## config.mk

```make
export PLATFORM = sky130hd
export DESIGN_NAME = strobe_fifo
export DESIGN_NICKNAME = d
export VERILOG_FILES = /design/src/rtl/sfifo_pkg.sv /design/src/rtl/strobe_edge.sv /design/src/rtl/sfifo_ram.sv /design/src/rtl/sfifo_ctrl.sv /design/src/rtl/strobe_fifo.sv
export SDC_FILE = /design/constraint.sdc
export NUM_CORES = 2
export LEC_CHECK = 0
export ABC_AREA = 1
export BUFFER_PORTS_ARGS = -buffer_cell sky130_fd_sc_hd__buf_2
export CORE_UTILIZATION = 50
export CTS_CLUSTER_SIZE = 16
export DETAILED_ROUTE_END_ITERATION = 10
export PLACE_DENSITY_LB_ADDON = 0.2
export RECOVER_POWER = 25
export SLEW_MARGIN = 25
export SYNTH_ARGS = -nofsm -noshare
export SYNTH_HDL_FRONTEND = slang
export SYNTH_HIERARCHICAL = 1
export SYNTH_SLANG_ARGS = --single-unit
```

## constraint.sdc

```tcl
create_clock -name clk -period 4.9 [get_ports clk]
set_clock_uncertainty 0.1 [all_clocks]
set_input_delay 0.245 -clock clk [delete_from_list [all_inputs] [get_ports clk]]
set_output_delay 0.245 -clock clk [all_outputs]
set_load 0.005 [all_outputs]
```

## src/rtl/sfifo_pkg.sv

```systemverilog
package sfifo_pkg;
  localparam int unsigned WORD_W = 9;
  typedef logic [WORD_W-1:0] word_t;
endpackage

```

## src/rtl/strobe_edge.sv

```systemverilog
module strobe_edge (
  input  logic clk,
  input  logic rst,
  input  logic strobe_n,
  output logic active,
  output logic fall
);
  logic lvl_q1, lvl_q2;

  always_ff @(posedge clk) begin
    if (rst) begin
      lvl_q1 <= 1'b1;
      lvl_q2 <= 1'b1;
    end else begin
      lvl_q1 <= strobe_n;
      lvl_q2 <= lvl_q1;
    end
  end

  assign active = ~lvl_q1;
  assign fall   = lvl_q2 & ~lvl_q1;
endmodule

```

## src/rtl/sfifo_ram.sv

```systemverilog
module sfifo_ram #(
  parameter int unsigned WIDTH = 9,
  parameter int unsigned DEPTH = 256,
  localparam int unsigned AW = $clog2(DEPTH)
) (
  input  logic             clk,
  input  logic             we,
  input  logic [AW-1:0]    waddr,
  input  logic [WIDTH-1:0] wdata,
  input  logic             re,
  input  logic [AW-1:0]    raddr,
  output logic [WIDTH-1:0] rdata
);
  logic [WIDTH-1:0] mem [DEPTH];

  always_ff @(posedge clk) begin
    if (we) mem[waddr] <= wdata;
  end

  always_ff @(posedge clk) begin
    if (re) rdata <= mem[raddr];
  end
endmodule

```

## src/rtl/sfifo_ctrl.sv

```systemverilog
module sfifo_ctrl #(
  parameter int unsigned DEPTH = 256,
  localparam int unsigned AW = $clog2(DEPTH),
  localparam int unsigned CW = AW + 1
) (
  input  logic          clk,
  input  logic          rst,
  input  logic [2:0]    act,      // {rewind, read, write} strobe levels, 1 = active
  input  logic          wr_fall,
  input  logic          rd_fall,
  input  logic          rt_fall,
  output logic          wr_en,
  output logic [AW-1:0] wr_addr,
  output logic          rd_en,
  output logic [AW-1:0] rd_addr,
  output logic          empty_n,
  output logic          full_n,
  output logic          half_n
);
  localparam logic [CW-1:0] FULL_CNT = CW'(DEPTH);
  localparam logic [CW-1:0] HALF_CNT = CW'(DEPTH / 2);

  logic          armed = 1'b0;
  logic [AW-1:0] wr_ptr, rd_ptr;
  logic [CW-1:0] count, count_nxt;
  logic          wr_acc, rd_acc, rt_acc;

  assign wr_acc = armed & wr_fall & (count != FULL_CNT);
  assign rd_acc = armed & rd_fall & (count != '0);
  assign rt_acc = armed & rt_fall & (act == 3'b100);

  always_comb begin
    count_nxt = count;
    if (rt_acc) begin
      count_nxt = {1'b0, wr_ptr};
    end else begin
      case ({wr_acc, rd_acc})
        2'b10:   count_nxt = count + 1'b1;
        2'b01:   count_nxt = count - 1'b1;
        default: count_nxt = count;
      endcase
    end
  end

  always_ff @(posedge clk) begin
    if (rst) begin
      armed   <= 1'b1;
      wr_ptr  <= '0;
      rd_ptr  <= '0;
      count   <= '0;
      empty_n <= 1'b0;
      full_n  <= 1'b1;
      half_n  <= 1'b1;
    end else if (armed) begin
      if (wr_acc) wr_ptr <= wr_ptr + 1'b1;
      if (rt_acc) rd_ptr <= '0;
      else if (rd_acc) rd_ptr <= rd_ptr + 1'b1;
      count   <= count_nxt;
      empty_n <= (count_nxt != '0);
      full_n  <= (count_nxt != FULL_CNT);
      half_n  <= (count_nxt <= HALF_CNT);
    end
  end

  assign wr_en   = wr_acc;
  assign wr_addr = wr_ptr;
  assign rd_en   = rd_acc;
  assign rd_addr = rd_ptr;


  no_overflow_chk: assert property (@(posedge clk) disable iff (rst || !armed)
    count <= FULL_CNT);

  full_write_ignored_chk: assert property (@(posedge clk) disable iff (rst || !armed)
    (!full_n && wr_fall && !rd_fall) |=> ($stable(wr_ptr) && $stable(count)));

  empty_read_ignored_chk: assert property (@(posedge clk) disable iff (rst || !armed)
    (!empty_n && rd_fall && !wr_fall) |=> ($stable(rd_ptr) && $stable(count)));

  empty_flag_chk: assert property (@(posedge clk) disable iff (rst || !armed)
    empty_n == (count != '0));

  half_flag_chk: assert property (@(posedge clk) disable iff (rst || !armed)
    half_n == (count <= HALF_CNT));

  rewind_chk: assert property (@(posedge clk) disable iff (rst || !armed)
    rt_acc |=> (rd_ptr == '0 && $stable(wr_ptr)));

  rewind_blocked_chk: assert property (@(posedge clk) disable iff (rst || !armed)
    (rt_fall && act[0] && !rd_fall) |=> $stable(rd_ptr));

  both_ops_chk: assert property (@(posedge clk) disable iff (rst || !armed)
    (wr_acc && rd_acc) |=> $stable(count));
endmodule

```

## src/rtl/strobe_fifo.sv

```systemverilog
module strobe_fifo #(
  parameter int unsigned DEPTH = 256
) (
  input  logic                         clk,
  input  logic                         rst,
  input  logic                         wr_n,
  input  logic                         rd_n,
  input  logic                         rt_n,
  input  logic [sfifo_pkg::WORD_W-1:0] din,
  output logic [sfifo_pkg::WORD_W-1:0] dout,
  output logic                         dout_oe,
  output logic                         empty_n,
  output logic                         full_n,
  output logic                         half_n
);
  import sfifo_pkg::*;
  localparam int unsigned AW = $clog2(DEPTH);

  logic [2:0]    strobes_n, act, fall;
  word_t         din_q;
  logic          wr_en, rd_en;
  logic [AW-1:0] wr_addr, rd_addr;

  assign strobes_n = {rt_n, rd_n, wr_n};

  for (genvar g = 0; g < 3; g++) begin : g_strobe
    strobe_edge u_edge (
      .clk      (clk),
      .rst      (rst),
      .strobe_n (strobes_n[g]),
      .active   (act[g]),
      .fall     (fall[g])
    );
  end

  always_ff @(posedge clk) din_q <= din;

  sfifo_ctrl #(.DEPTH(DEPTH)) u_ctrl (
    .clk     (clk),
    .rst     (rst),
    .act     (act),
    .wr_fall (fall[0]),
    .rd_fall (fall[1]),
    .rt_fall (fall[2]),
    .wr_en   (wr_en),
    .wr_addr (wr_addr),
    .rd_en   (rd_en),
    .rd_addr (rd_addr),
    .empty_n (empty_n),
    .full_n  (full_n),
    .half_n  (half_n)
  );

  sfifo_ram #(.WIDTH(WORD_W), .DEPTH(DEPTH)) u_ram (
    .clk   (clk),
    .we    (wr_en),
    .waddr (wr_addr),
    .wdata (din_q),
    .re    (rd_en),
    .raddr (rd_addr),
    .rdata (dout)
  );

  always_ff @(posedge clk) begin
    if (rst)         dout_oe <= 1'b0;
    else if (rd_en)  dout_oe <= 1'b1;
    else if (!act[1]) dout_oe <= 1'b0;
  end


  oe_release_chk: assert property (@(posedge clk) disable iff (rst)
    !act[1] |=> !dout_oe);

  oe_on_read_chk: assert property (@(posedge clk) disable iff (rst)
    rd_en |=> dout_oe);
endmodule

```

Word level (Yosys, flattened, before mapping)
Memory sizes are Yosys's and may differ from the RTL's. A register that Yosys moved wholly into a read port is not among the register bits.
Cells that the tools add are included.

operators by class
  add/sub/neg operators = 4
  multiply operators = 0
  divide/modulo/power cells = 0
  $lt $le $gt $ge = 1
  equal/unequal tests = 5
  shift-type cells = 0
  muxes and demuxes = 8
  bitwise gates (word level) = 9
  reductions and logical operators = 4

operators with widths
  kind                 number
  $ne 9x9->1 const B   2
  $pmux 9 s2           1
  $reduce_bool 9->1    2
  $add 8x1->8 const B  2
  $mux 8               2
  $add 9x1->9 const B  1
  $le 9x8->1 const B   1
  $mux 9               1
  $sub 9x1->9 const B  1
  $and 1x1->1          6
  $mux 1               4
  $reduce_bool 2->1    2
  $eq 3x3->1 const B   1
  $not 1->1            3
  $eq 2x1->1 const B   1
  $eq 2x2->1 const B   1

word-level totals
  register bits = 44
  bits in latches = 0
  bits in writable memories = 2304
  ROM bits = 0
  input port bits = 14
  output and inout bits = 13
  logic and storage cells = 46
  memories kept = 1

memory list
  name       words  bits a word  read ports  clocked after memory_dff  write ports  RTL line         text
  u_ram.mem  256    9            1           1                         1            sfifo_ram.sv:14  logic [WIDTH-1:0] mem [DEPTH];

Longest topological paths before layout
  depth in word-level cells = 7
  depth in mapped cells = 21
  mapped depth without buffers = 21

Hierarchy
The synthesis kept the hierarchy.

modules (own cells, without submodules)
  module       times used  cells an instance  area each (um2)  seq. area each (um2)
  sfifo_ram    1           7826               93609.8          69456.6
  sfifo_ctrl   1           272                1789.2           560.5
  strobe_fifo  1           13                 216.5            200.2
  strobe_edge  3           9                  68.8             40.0

Worst setup path after synthesis
No wires, ideal clock.

  path type = reg-to-reg
  from = register din_q[0]
  to = memory u_ram.mem[0][0], data pin
  setup time = 0.852 ns
  arrival = 3.382 ns
  required time = 3.948 ns
  slack = 0.566 ns
  cell stages (with the launch flop) = 1
  buffers on the path = 0
  period minus slack after synthesis = 4.334 ns
  path through = dfxtp_1

RTL lines
  element                 RTL line           text
  start, declared         strobe_fifo.sv:20  word_t din_q;
  start signal, assigned  strobe_fifo.sv:36  always_ff @(posedge clk) din_q <= din;
  end, declared           sfifo_ram.sv:14

No word-level cell before the write port.

Final worst setup path
  from = register din_q[7]
  to = memory u_ram.mem[124][7], data pin

No word-level cell before the write port.

==> results.md <==
- Initial core utilization: 0.504
- Initial DRC count: 6761
- Cell count after synthesis: 8138
- IO Count: 27
- Initial antenna violation count: 6
- Setup ws final: around 860 ps
- FFs w/ async S/R, synth: 0
- Worst Setup End Kind: flop
- Slowest stage delay, CP: roughly 1700 ps
- Switching power: around 11 mW
- Clock buffer depth: 3
- Hold Startpoint: rst
- Die width: 440 um
- # rows: 160
- Met1 wire length: about 110000 um
- Root buf cell: clkbuf_16
- Worst setup path start: din_q[7]
- CP max-delay cell: clkbuf_2
- CP Cell Sequence: clkbuf_2
- Final Cycle Share: 0.825
- Vias: 62400
- First-pass GRT wire length: 380000 um
- Vias in the first global route: 58900
- Die span in y: 440 um
- Slew Limit Headroom: -1.30
- Post_cts resized: 0
- Synth cell types: 39
- Fin area: 0.105 sq mm
- Sw Share: 0.252
- Metal3 WL: 21000 um
- CP arrival: 4250 ps
- #FFs+latches synth: around 2400
- Final #Nets: 8019
- Failing checks: max-capacitance violations, max-slew violations
- Largest net degree at the start of global routing: 205
- LEAKAGE: 36.1 nW
- Drt wl/cell: around 24 um
- Unrepaired setup endpoints after global routing: no
- Clock sinks: 2357
- Placed instance count: between 10000 and 15000
- Kind of critical path: flop to flop
- Congestion Overflow GR: 0
- Req. time, crit path: about 5100 ps
- YS warnings: 6
- Worst Tran Pin Value: approximately 3500 ps
- Net Count, Synth: 8163
- Smallest hold slack: 230 ps
- Hold Crit Class: primary input to flop
- Setup_tns: 0 ps
- CTS tree: built
- Fillers: 15800
- GPL Wtd Cong: 0.842
- Status: finished with violations
- Max IR drop VDD: 374 uV
- Layout area overhead: 9.77%
- Post-CTS Setup Bufs: 0
- Commonest non-fill, non-tap cell in the layout: nand2_1
- Pint: 32.9 mW
- Worst-path clk slew: 60 ps
- Final setup violation count: 0
- Most frequent cells in the layout: nand2_1, edfxtp_1, nand3_1, nor2_1, clkbuf_16
- Total GRT Usage: 0.264
- Max frequency: 247 MHz
- Drt first pass iters: 6
- Buf/Inv on CP: 1
- Crit-path max FO: 99
- Routed WL: about 260000 um
- ANT nets after route: 0
- Sequential share of power: 0.508
- Vias per std cell: 5.84
- Register area share after synthesis: 0.734
- CP top delay family: buffers and inverters
- Combinational Power Share: 0.108
- DRC: 0
- Clk Latency, worst-skew pair: slightly below 900 ps
- Final Hold Vio Count: 0
- Area after DPL: 0.0979 sq mm
- Final cell count without fillers: around 11000
- Synth Flop Type: edfxtp_1
- Die area: between 0.15 and 0.2 sq mm
- Top sig layer: met5
- Synthesized area: 0.0958 sq mm
- Pre-CTS setup slack: 1390 ps
- Clock power share: 0.384
- Footprint of the multi-input gates: 0.0225 sq mm
- CP startpoint kind: flop
- Final min period: 4040 ps
- Port buffer count: 26
- Final Core Density: 0.553
- DP Wirelength: ~140000 um
- Pwr Density: roughly 420 mW/mm^2
- Synthesized area per cell: 11.8 sq um
- Number of flops mapped to enable cells by yosys: between 2000 and 2500
- Share of layout cells above drive strength 1: 0.0578
- DR WL met2: 122000 um
- Worst R2R Start: din_q[7]
- Core Region: 0.190 sq mm
- Final Max Slew Viols: 1138
- Maxcap violations: 15
- H-Tree Depth: 4
- Power, Total: 44.0 mW
- Seq. cell area: 0.0704 sq mm
- CTS buffer count: 231
[worst paths after layout]
check                                    to  slack, ps  cells past startpoint
hold / removal              u_ctrl/count[1]        230                      3
setup reg to reg          u_ram/mem[124][7]        860                      1
setup / recovery          u_ram/mem[124][7]        860                      1
hold reg to reg   g_strobe[2].u_edge/lvl_q2        350                      2
[state kept, by name, indices dropped and copies added, names as in the netlist]
register / flops
u_ctrl/wr_addr: 8
din_q: 9
u_ctrl/rd_addr: 8
u_ram/mem: 2304
u_ctrl/half_n: 1
dout_oe: 1
u_ctrl/empty_n: 1
u_ctrl/count: 9
g_strobe.u_edge/lvl_q1: 3
u_ctrl/full_n: 1
g_strobe.u_edge/lvl_q2: 3
u_ram/rdata: 9
[area by class of cell]
class,count,area share
tap,2511,0.0299
clock buffer,293,0.0574
timing repair buffer,162,0.0156
antenna,2,0.0000476
clock inverter,130,0.0105
multi-input combinational,5144,0.214
inverter,98,0.00397
sequential,2357,0.669
[what timing repair did]
| item | 4_1_cts | 5_1_grt |
|---|---|---|
| endpoints found under the hold margin | 40 | 0 |
| setup endpoints to repair | 0 | 0 |
| hold buffers | 28 | 0 |
[kinds of logic after synthesis]
kind of cell | after synthesis | share of synthesized area
buf+inv | 637 | 0.0316
compound gates | 43 | 0.00251
fa+ha+maj | 11 | 0.00151
flops | 2357 | 0.734
simple gates | 5087 | 0.230
xor+xnor | 3 | 0.000274
[Yosys cell counts (3+ instances only)]
library cell | n | area [sq um]
a21oi_1 | 21 | 105
buf_1 | 55 | 206
buf_2 | 327 | 1640
buf_4 | 25 | 188
buf_6 | 17 | 191
clkbuf_1 | 115 | 432
clkinv_1 | 3 | 11.3
dfxtp_1 | 44 | 881
edfxtp_1 | 2313 | 69500
ha_1 | 10 | 125
inv_1 | 84 | 315
inv_2 | 8 | 30.0
nand2_1 | 2446 | 9180
nand2_2 | 9 | 56.3
nand3_1 | 2292 | 11500
nor2_1 | 322 | 1210
nor3_1 | 6 | 30.0
o21ai_0 | 14 | 70.1
o21ai_1 | 3 | 15.0
[tightest hold or removal path, cell delays in order]
cell           delay (ps)
dlygate4sd3_1         530
buf_2                 240
nor2_1                130
[per-layer routing]
layer  up-vias  GRT usage
met5         -          0
met1     30700      0.365
met3       439     0.0418
met2      2766      0.422
met4         6     0.0975
li1      28500          -
[power groups by stage]
stage | Sequential [mW] | Combinational (mW) | Clock [mW]
after floorplan | 22.8 | 3.14 | 0
after global placement | 22.8 | 4.67 | 0
after detailed placement | 22.8 | 4.71 | 0
after CTS | 22.3 | 4.74 | 17.1
after global routing | 22.4 | 5.19 | 17.9
final | 22.4 | 4.75 | 16.9
Power figures use the tool's default switching activity.
